File: config.mk
export PLATFORM = sky130hd
export DESIGN_NAME = branch_pc_unit
export DESIGN_NICKNAME = d
export VERILOG_FILES = /design/src/rtl/branch_pc_unit.sv
export SDC_FILE = /design/constraint.sdc
export NUM_CORES = 1
export LEC_CHECK = 0
export BUFFER_PORTS_ARGS = -buffer_cell sky130_fd_sc_hd__buf_2
export CELL_PAD_IN_SITES_DETAIL_PLACEMENT = 1
export CELL_PAD_IN_SITES_GLOBAL_PLACEMENT = 2
export CORE_MARGIN = 3
export CORE_UTILIZATION = 23
export CTS_CLUSTER_SIZE = 16
export DETAILED_ROUTE_END_ITERATION = 6
export GPL_ROUTABILITY_DRIVEN = 0
export PLACE_DENSITY_LB_ADDON = 0.12
export SETUP_SLACK_MARGIN = 0.15
export SLEW_MARGIN = 20
export SYNTH_ARGS = -nofsm -noshare
export SYNTH_HDL_FRONTEND = slang
export SYNTH_SLANG_ARGS = --single-unit
File: constraint.sdc
create_clock -name clk -period 3.3 [get_ports clk]
set_clock_uncertainty 0.05 [all_clocks]
set_input_delay 0.33 -clock clk [delete_from_list [all_inputs] [get_ports clk]]
set_output_delay 0.33 -clock clk [all_outputs]
set_load 0.03 [all_outputs]
File: src/rtl/branch_pc_unit.sv
module branch_pc_unit #(
  parameter int ADDR_W = 6,
  parameter int REG_W  = 4
) (
  input  logic                     clk,
  input  logic                     rst,
  input  logic                     br_valid,
  input  logic [1:0]               br_kind,
  input  logic [ADDR_W-1:0]        br_addr,
  input  logic [REG_W-1:0]         idx_lo,
  input  logic [ADDR_W-REG_W-1:0]  idx_hi,
  input  logic                     flag_z,
  input  logic                     flag_c,
  output logic [ADDR_W-1:0]        pc,
  output logic                     taken
);

  typedef enum logic [1:0] {
    BK_ALWAYS  = 2'b00,
    BK_NONZERO = 2'b01,
    BK_BELOW   = 2'b10,
    BK_INDEX   = 2'b11
  } br_kind_e;

  br_kind_e          kind;
  logic              cond_ok;
  logic [ADDR_W-1:0] idx_addr;
  logic [ADDR_W-1:0] dest;
  logic [ADDR_W-1:0] pc_next;

  assign kind     = br_kind_e'(br_kind);
  assign idx_addr = {idx_hi, idx_lo};

  always_comb begin
    case (kind)
      BK_ALWAYS:  cond_ok = 1'b1;
      BK_NONZERO: cond_ok = ~flag_z;
      BK_BELOW:   cond_ok = flag_c;
      default:    cond_ok = 1'b1;
    endcase
  end

  assign dest    = (kind == BK_INDEX) ? idx_addr : br_addr;
  assign taken   = ~rst & br_valid & cond_ok;
  assign pc_next = taken ? dest : pc + 1'b1;

  always_ff @(posedge clk) begin
    if (rst) pc <= '0;
    else     pc <= pc_next;
  end

  AST_SEQ_STEP: assert property (@(posedge clk) disable iff (rst)
    !br_valid |=> pc == ADDR_W'($past(pc) + 1));

  AST_IDLE_NOT_TAKEN: assert property (@(posedge clk) disable iff (rst)
    !br_valid |-> !taken);

  AST_ALWAYS_TAKEN: assert property (@(posedge clk) disable iff (rst)
    (br_valid && br_kind == 2'b00) |-> taken);

  AST_NONZERO_COND: assert property (@(posedge clk) disable iff (rst)
    (br_valid && br_kind == 2'b01) |-> (taken == !flag_z));

  AST_BELOW_COND: assert property (@(posedge clk) disable iff (rst)
    (br_valid && br_kind == 2'b10) |-> (taken == flag_c));

  AST_ABS_LOAD: assert property (@(posedge clk) disable iff (rst)
    (taken && br_kind != 2'b11) |=> pc == $past(br_addr));

  AST_INDEX_LOAD: assert property (@(posedge clk) disable iff (rst)
    (br_valid && br_kind == 2'b11) |=> pc == {$past(idx_hi), $past(idx_lo)});

  AST_FALLTHROUGH: assert property (@(posedge clk) disable iff (rst)
    (br_valid && !taken) |=> pc == ADDR_W'($past(pc) + 1));

endmodule

* After elaboration in Yosys (flattened, before gate mapping)
Index checks and enable logic that the tools add are counted.
** Word-level totals
- Flip-flop bits (word level) :: 6
** Cells by class
- $add $sub $neg :: 1
- Eq/ne operators :: 3
- Mux-type cells :: 3
- Bitwise logic cells :: 4
** Operators by type and width (count)
- $mux 6 :: 2
- $add 6x1->6 const B :: 1
- $eq 2x2->1 const B :: 2
- $and 1x1->1 :: 2
- $eq 2x1->1 const B :: 1
- $not 1->1 :: 2
- $pmux 1 s2 :: 1

* Logic depth before layout (Yosys ltp)
Gate-level depths: netlist of run 1.
- Word-level depth :: 4
- Gate-level depth with buffers :: 7
- Depth with buffers taken out :: 6

* Worst setup path after synthesis of run 1
No wires, ideal clock.
- Kind :: in2out
- From :: in br_kind[0]
- To :: out taken
- Arrival time :: 1409 ps
- Slack :: 1511 ps
- Stages :: 5
- Cell sequence :: inv_1 -> ha_1 -> o31a_1 -> buf_6 -> nor2b_1
** Between the ends
- Longest elaborated chain between the ends :: 3
- Elaborated cells between the ends (all ways) :: 4
- Classes of those cells :: eq/ne: 2; mux: 1; bitwise: 1
** Ends and longest elaborated chain
- start, declared :: line 8 : input logic [1:0] br_kind,
- $eq 2x2->1 or $eq 2x1->1 (tied branches) :: line 35 : case (kind)
- $pmux 1 s2 (*) :: line 35
- $and 1x1->1 (*) :: line 44 : assign taken = ~rst & br_valid & cond_ok;
- end, declared :: line 15 : output logic taken
Mark *: on every way between the ends. The rest lies on a longest branch, timed or not.

* Worst setup path after layout of run 1
Same ends and word-level chain as after synthesis.

==> results.cfg, run 1 <==
[power]
power.switching_uw = 78.44
p_leak_nw = 0.2871
netSwitchingFraction_pct = 33.91
pwr-share-comb_pct = 31.6
p_clk_share_pct = 29.8
seq_power_share_pct = 38.6
cellInternalPower_uw = 152.9
powerDensity_nw_per_um2 = 401.9
ir_drop_uv = 284.1

[sta]
max_slew.worst_pin.slew_ns = 0.4600
achievable-frequency_ghz = 0.5046
final-setup-viol-count = 0
finalMaxSlewViolations = 0
min_period_ns = 1.982
timing.slew.headroom_pct = 69.33
tns_ns = 0
hold_violation_count_in_the_final_report = 0
rsz0062_at_grt = no
layout_worst_path_cycle_share_pct = 60.05

[cells_and_area]
post_route_cells_drive_above_1_share_pct = 41.43
fillers = 206
sequential_cell_area_um2 = 120.1
most_frequent_cells_in_the_layout = sky130_fd_sc_hd__buf_2 (25), sky130_fd_sc_hd__mux2i_1 (6), sky130_fd_sc_hd__dfxtp_1 (6)
n_antenna_cell = 0
areaGrowthSynthToFinish_pct = 39.39
reg.largest.list = pc: 6 flops
final_common_cell = sky130_fd_sc_hd__buf_2
largest_register_ff_count = 6
multiInputGateArea_um2 = 270.3
regMostFlops = pc
finalCoreUtilization_pct = 36.11
nNetsFinal = 95

[worst_setup_path]
cp-endpoint = taken
path_class = input port to output pin
timing.critical_path.required_ns = 2.92
crit_arrival_ns = 1.60
slowest_delay_ns = 0.43
slowest_stage = sky130_fd_sc_hd__o31a_1
regToRegSetupSlack_ns = 2.05
timing.critical_path.to_type = output pin
cp_max_fo = 13
r2r_cells = 5
critical_path.cell_chain = buf_2 -> inv_1 -> ha_1 -> and2_1 -> o31a_1 -> nor2b_1 -> buf_2
critical_path.most_common_cell = sky130_fd_sc_hd__buf_2
rr_endpoint = pc[4]
crit-reg2reg-launch = pc[0]
start_kind = input port
timing.critical_path.from = br_kind[0]

[clock_tree]
holdBufCountCts = 0
postCtsSetupRepairBufs = 0
cts_root_buffer = sky130_fd_sc_hd__clkbuf_4
clock_latency_ns = 0.24
htree_levels = 1
cts_buffers = 3
clock-sinks = 6
tritoncts_clock_tree = yes
cts_resized = 0
clk_transition_reported_paths_ns = 0.05
cts-root-to-sink-buffers = 2

[route]
post_drt_via_cell_ratio = 4.277
dr.pass1.iters = 1
route.final.wire_length_um = 1089
drc_errors = 0
post_drt_wl_per_cell_um = 11.59
detailroute.via_count = 402
dr.first_iter.drc_count = 0
detail-route-antenna-nets = 0

[synth]
netlist.area_leader.share_pct = 29.09
syn-cell-area_um2 = 412.9
synthesis.nets = 67
sequential_element_share_of_the_synthesized_area_pct = 29.09
synth.largest_area_cell = sky130_fd_sc_hd__dfxtp_1
yosys_warnings = 0
post_synth.cell_area_avg_um2 = 9.384
synthCells = 44
synth.top_cells.by_area = sky130_fd_sc_hd__dfxtp_1 (29%), sky130_fd_sc_hd__mux2i_1 (15%), sky130_fd_sc_hd__ha_1 (12%)
synthDistinctLibCells = 18
ys_seq_elements = 6

[run_status]
outcome = completed

[hold_path]
min-delay-path-class = input port to flop

[die]
die_x_um = 48.37
rows = 14
core-area_um2 = 1594
pin_count = 26
floorplan.die.height_um = 48.37
initial_utilization_pct = 25.90
die-area_um2 = 2340

[placement]
numPortBuffers = 25
dp_wirelength_um = 888.9

[grt]
via_count_of_the_first_global_routing_pass = 462
gr-total-overflow = 0
grt_first_pass_wirelength_um = 1932
grt_antenna_before_repair = 0
largest_net_degree_at_the_start_of_global_routing = 14
grt.total_usage_pct = 10.47

[job]
total_of_max_cap_violations = 0
[metal layers]
metal  part of all wire [%]  wire length (µm)  GRT usage [%]
met1                     40               437          10.69
met2                     52               568          19.50
met3                    7.5                82          5.215
met4                      0                 0          1.422
met5                      0                 0              0
[power groups by stage]
| stage | registers [mW] | logic, mW | clock network (mW) |
|---|---|---|---|
| 2_1_floorplan | 0.106 | 0.0334 | 0 |
| 3_3_place_gp | 0.0911 | 0.0731 | 0 |
| 3_5_place_dp | 0.0911 | 0.0737 | 0 |
| 4_1_cts | 0.0898 | 0.0747 | 0.0726 |
| 5_1_grt | 0.0913 | 0.0803 | 0.0763 |
| 6_report | 0.0893 | 0.0730 | 0.0690 |
[cell families after synthesis]
family,synth area share [%]
xor+xnor,8.486
buf+inv,5.454
flops,29.09
compound gates,15.15
mux,14.55
simple gates,15.15
fa+ha+maj,12.12
[area by class of cell]
type	count	share of cell area, %
sequential	6	20.87
inverter	2	1.304
clock buffer	3	3.913
multi-input combinational	34	46.96
timing repair buffer	25	21.74
tap	24	5.217
[synth_stat cells (all sizes together)]
| cell type | instances |
|---|---|
| nor2 | 4 |
| ha | 4 |
| xnor2 | 3 |
| and2b | 1 |
| mux2i | 6 |
| and2 | 1 |
| inv | 2 |
| nor2b | 2 |
| buf | 2 |
| a211oi | 5 |
| xor2 | 1 |
| and3 | 1 |
| o21a | 1 |
| dfxtp | 6 |
| a21oi | 1 |
| nand3 | 3 |
| o31a | 1 |
[critical path, delay by kind of cell]
family	cells	cell delay, ns
compound gates	1	0.43
simple gates	2	0.34
buf+inv	3	0.32
fa+ha+maj	1	0.17
[per-stage QoR]
| step | setup slack [ns] | hold WS [ns] | cells | total power [mW] | area, µm² |
|---|---|---|---|---|---|
| detailed placement | 1.299 | 0.5328 | 91 | 0.1649 | 553.0 |
| finish | 1.318 | 0.3102 | 94 | 0.2313 | 575.6 |
| floorplan | 1.511 | 0.3528 | 44 | 0.1391 | 412.9 |
| global placement | 1.336 | 0.5377 | 91 | 0.1642 | 553.0 |
| global route | 1.224 | 0.3212 | 94 | 0.2479 | 575.6 |
| CTS | 1.298 | 0.3095 | 94 | 0.2370 | 575.6 |
[how the worst min path moves through the flow]
stage                     slack [ns]    end  cells after the start  start
after floorplan                 0.35  pc[0]                      1    rst
after global placement          0.54  pc[5]                      2  pc[5]
after detailed placement        0.53  pc[5]                      2  pc[5]
after CTS                       0.31  pc[0]                      2    rst
after global routing            0.32  pc[2]                      2    rst
final                           0.31  pc[2]                      2    rst
Note: power is estimated with default switching activity, not from simulation.
==> run 2: changes to the inputs <==
Settings changed: ABC_AREA set to 1, CORE_UTILIZATION 23 to 17.
Clock period 3.3 ns to 1.8 ns, I/O delays scaled along.
==> results.cfg, run 2 <==
[synth]
ys_seq_elements = 6
synth.largest_area_cell = sky130_fd_sc_hd__dfxtp_1
synth.most_common_cell = sky130_fd_sc_hd__nand2_1
synthTopCellsByCount = sky130_fd_sc_hd__nand2_1 (27), sky130_fd_sc_hd__inv_1 (8), sky130_fd_sc_hd__nor2_1 (7)
synthCells = 71
yosys_warnings = 0
synthesis.nets = 94
syn-cell-area_um2 = 446.7
synth.top_cells.by_area = sky130_fd_sc_hd__dfxtp_1 (27%), sky130_fd_sc_hd__nand2_1 (23%), sky130_fd_sc_hd__ha_1 (11%)
post_synth.cell_area_avg_um2 = 6.291
number_of_enable_type_register_cells_in_the_synthesized_netlist = 0
netlist.area_leader.share_pct = 26.89
synthFlopType = sky130_fd_sc_hd__dfxtp_1
synth_async_sr_flop_share_pct = 0
sequential_element_share_of_the_synthesized_area_pct = 26.89
synthDistinctLibCells = 15

[sta]
finalMaxSlewViolations = 0
layout_worst_path_cycle_share_pct = 77.15
achievable-frequency_ghz = 0.7201
min_period_ns = 1.389
timing.slew.headroom_pct = 82.48
rsz0062_at_grt = no
tns_ns = 0
hold_violation_count_in_the_final_report = 0
max_slew.worst_pin.slew_ns = 0.2627
final-setup-viol-count = 0

[route]
post_drt_via_cell_ratio = 4.047
detail-route-antenna-nets = 0
drc_errors = 0
dr.pass1.iters = 3
route.final.wire_length_um = 1255
dr.first_iter.drc_count = 1
detailroute.via_count = 514
post_drt_wl_per_cell_um = 9.882

[clock_tree]
htree_levels = 1
cts-root-to-sink-buffers = 2
cts_root_buffer = sky130_fd_sc_hd__clkbuf_4
postCtsSetupRepairBufs = 0
clk_transition_reported_paths_ns = 0.05
clock_latency_ns = 0.24
clock-sinks = 6
tritoncts_clock_tree = yes
cts_buffers = 3
cts_resized = 0
holdBufCountCts = 0

[worst_setup_path]
timing.critical_path.to_type = output pin
path_class = input port to output pin
timing.critical_path.required_ns = 1.57
cp_max_fo = 7
start_kind = input port
crit_arrival_ns = 1.16

[cells_and_area]
most_frequent_cells_in_the_layout = sky130_fd_sc_hd__nand2_1 (27), sky130_fd_sc_hd__buf_2 (25), sky130_fd_sc_hd__inv_1 (8)
final_common_cell = sky130_fd_sc_hd__nand2_1
areaGrowthSynthToFinish_pct = 40.90
nNetsFinal = 124
stdcell_count = 127
post_route_cells_drive_above_1_share_pct = 32.32
reg.largest.list = pc: 6 flops
largest_register_ff_count = 6
regMostFlops = pc
n_antenna_cell = 0

[job]
total_of_max_cap_violations = 0

[placement]
dp_wirelength_um = 1098
numPortBuffers = 25
post-place-cells = 124

[die]
die_x_um = 57.26
rows = 17
floorplan.die.height_um = 57.26
pin_count = 26
die-area_um2 = 3279
initial_utilization_pct = 19.09
core-area_um2 = 2340

[power]
powerDensity_nw_per_um2 = 646.5
ir_drop_uv = 286.1
p_leak_nw = 0.3635

[grt]
via_count_of_the_first_global_routing_pass = 513
grt_first_pass_wirelength_um = 2201
gr-total-overflow = 0
grt.total_usage_pct = 8.750
largest_net_degree_at_the_start_of_global_routing = 8
grt_antenna_before_repair = 0

[run_status]
outcome = completed

[hold_path]
min-delay-path-class = input port to flop
[run 2: cell types whose count changed after synthesis, sizes merged, moves of 3 or more]
cell | before | now
a211oi | 5 | 0
inv | 2 | 9
mux2i | 6 | 0
nand2 | 0 | 28
nor2 | 4 | 8
o21ai | 0 | 3
[run 2: final timing paths]
kind	startpoint	depth (start not counted)	end	slack, ns
worst min register to register	pc[0]	3	pc[0]	0.55
worst min-delay path	rst	2	pc[2]	0.11
worst max register to register	pc[0]	5	pc[4]	0.67
worst max-delay path	br_kind[0]	8	taken	0.41
[run 2: critical path, cell delays in order]
cell and delay, ns:
sky130_fd_sc_hd__buf_2 0.10, sky130_fd_sc_hd__inv_1 0.04, sky130_fd_sc_hd__ha_1 0.27, sky130_fd_sc_hd__inv_1 0.05
sky130_fd_sc_hd__nand3_1 0.11, sky130_fd_sc_hd__nand2_4 0.13, sky130_fd_sc_hd__clkinv_4 0.08, sky130_fd_sc_hd__buf_2 0.18
[run 2: cell families after synthesis]
logic type                 after synthesis  share of synthesized area, %
adders and majority gates                4                         11.20
DFF                                      6                         26.89
buffers and inverters                   10                         9.524
AOI/OAI and AO/OA                        7                         8.402
xor gates and xnor gates                 3                         5.883
and+or+nand+nor                         41                         38.10
[run 2: metal layers]
layer	up-vias	track usage, %	part of all wire (%)
li1	274	-	-
met1	225	10.00	43
met2	13	13.87	49
met3	2	3.394	5.8
met4	0	4.967	1.8
met5	-	0	0
[run 2: area by class of cell]
class / count / area, µm²
clock buffer: 3 / 22.52
fill: 320 / 1710
inverter: 10 / 42.54
multi-input combinational: 55 / 284.0
sequential: 6 / 120.1
tap: 28 / 35.03
timing repair buffer: 25 / 125.1
[run 2: metrics by stage]
step | worst slack, ns | hold slack [ns] | total power, mW | area, µm² | util, %
floorplan | 0.5117 | 0.1991 | 0.2390 | 446.7 | -
global placement | 0.4225 | 0.3791 | 0.2887 | 606.8 | 25.94
detailed placement | 0.3843 | 0.3769 | 0.2889 | 606.8 | 25.94
CTS | 0.3852 | 0.1118 | 0.4194 | 629.4 | 26.90
global route | 0.3115 | 0.1218 | 0.4495 | 629.4 | 26.90
finish | 0.4114 | 0.1120 | 0.4069 | 629.4 | 26.90
[run 2: where the power goes]
group	total (mW)	switching, mW	internal [mW]
logic	0.125	0.0762	0.0483
registers	0.158	0.0129	0.145
clock network	0.124	0.0487	0.0754
total	0.407	0.138	0.269
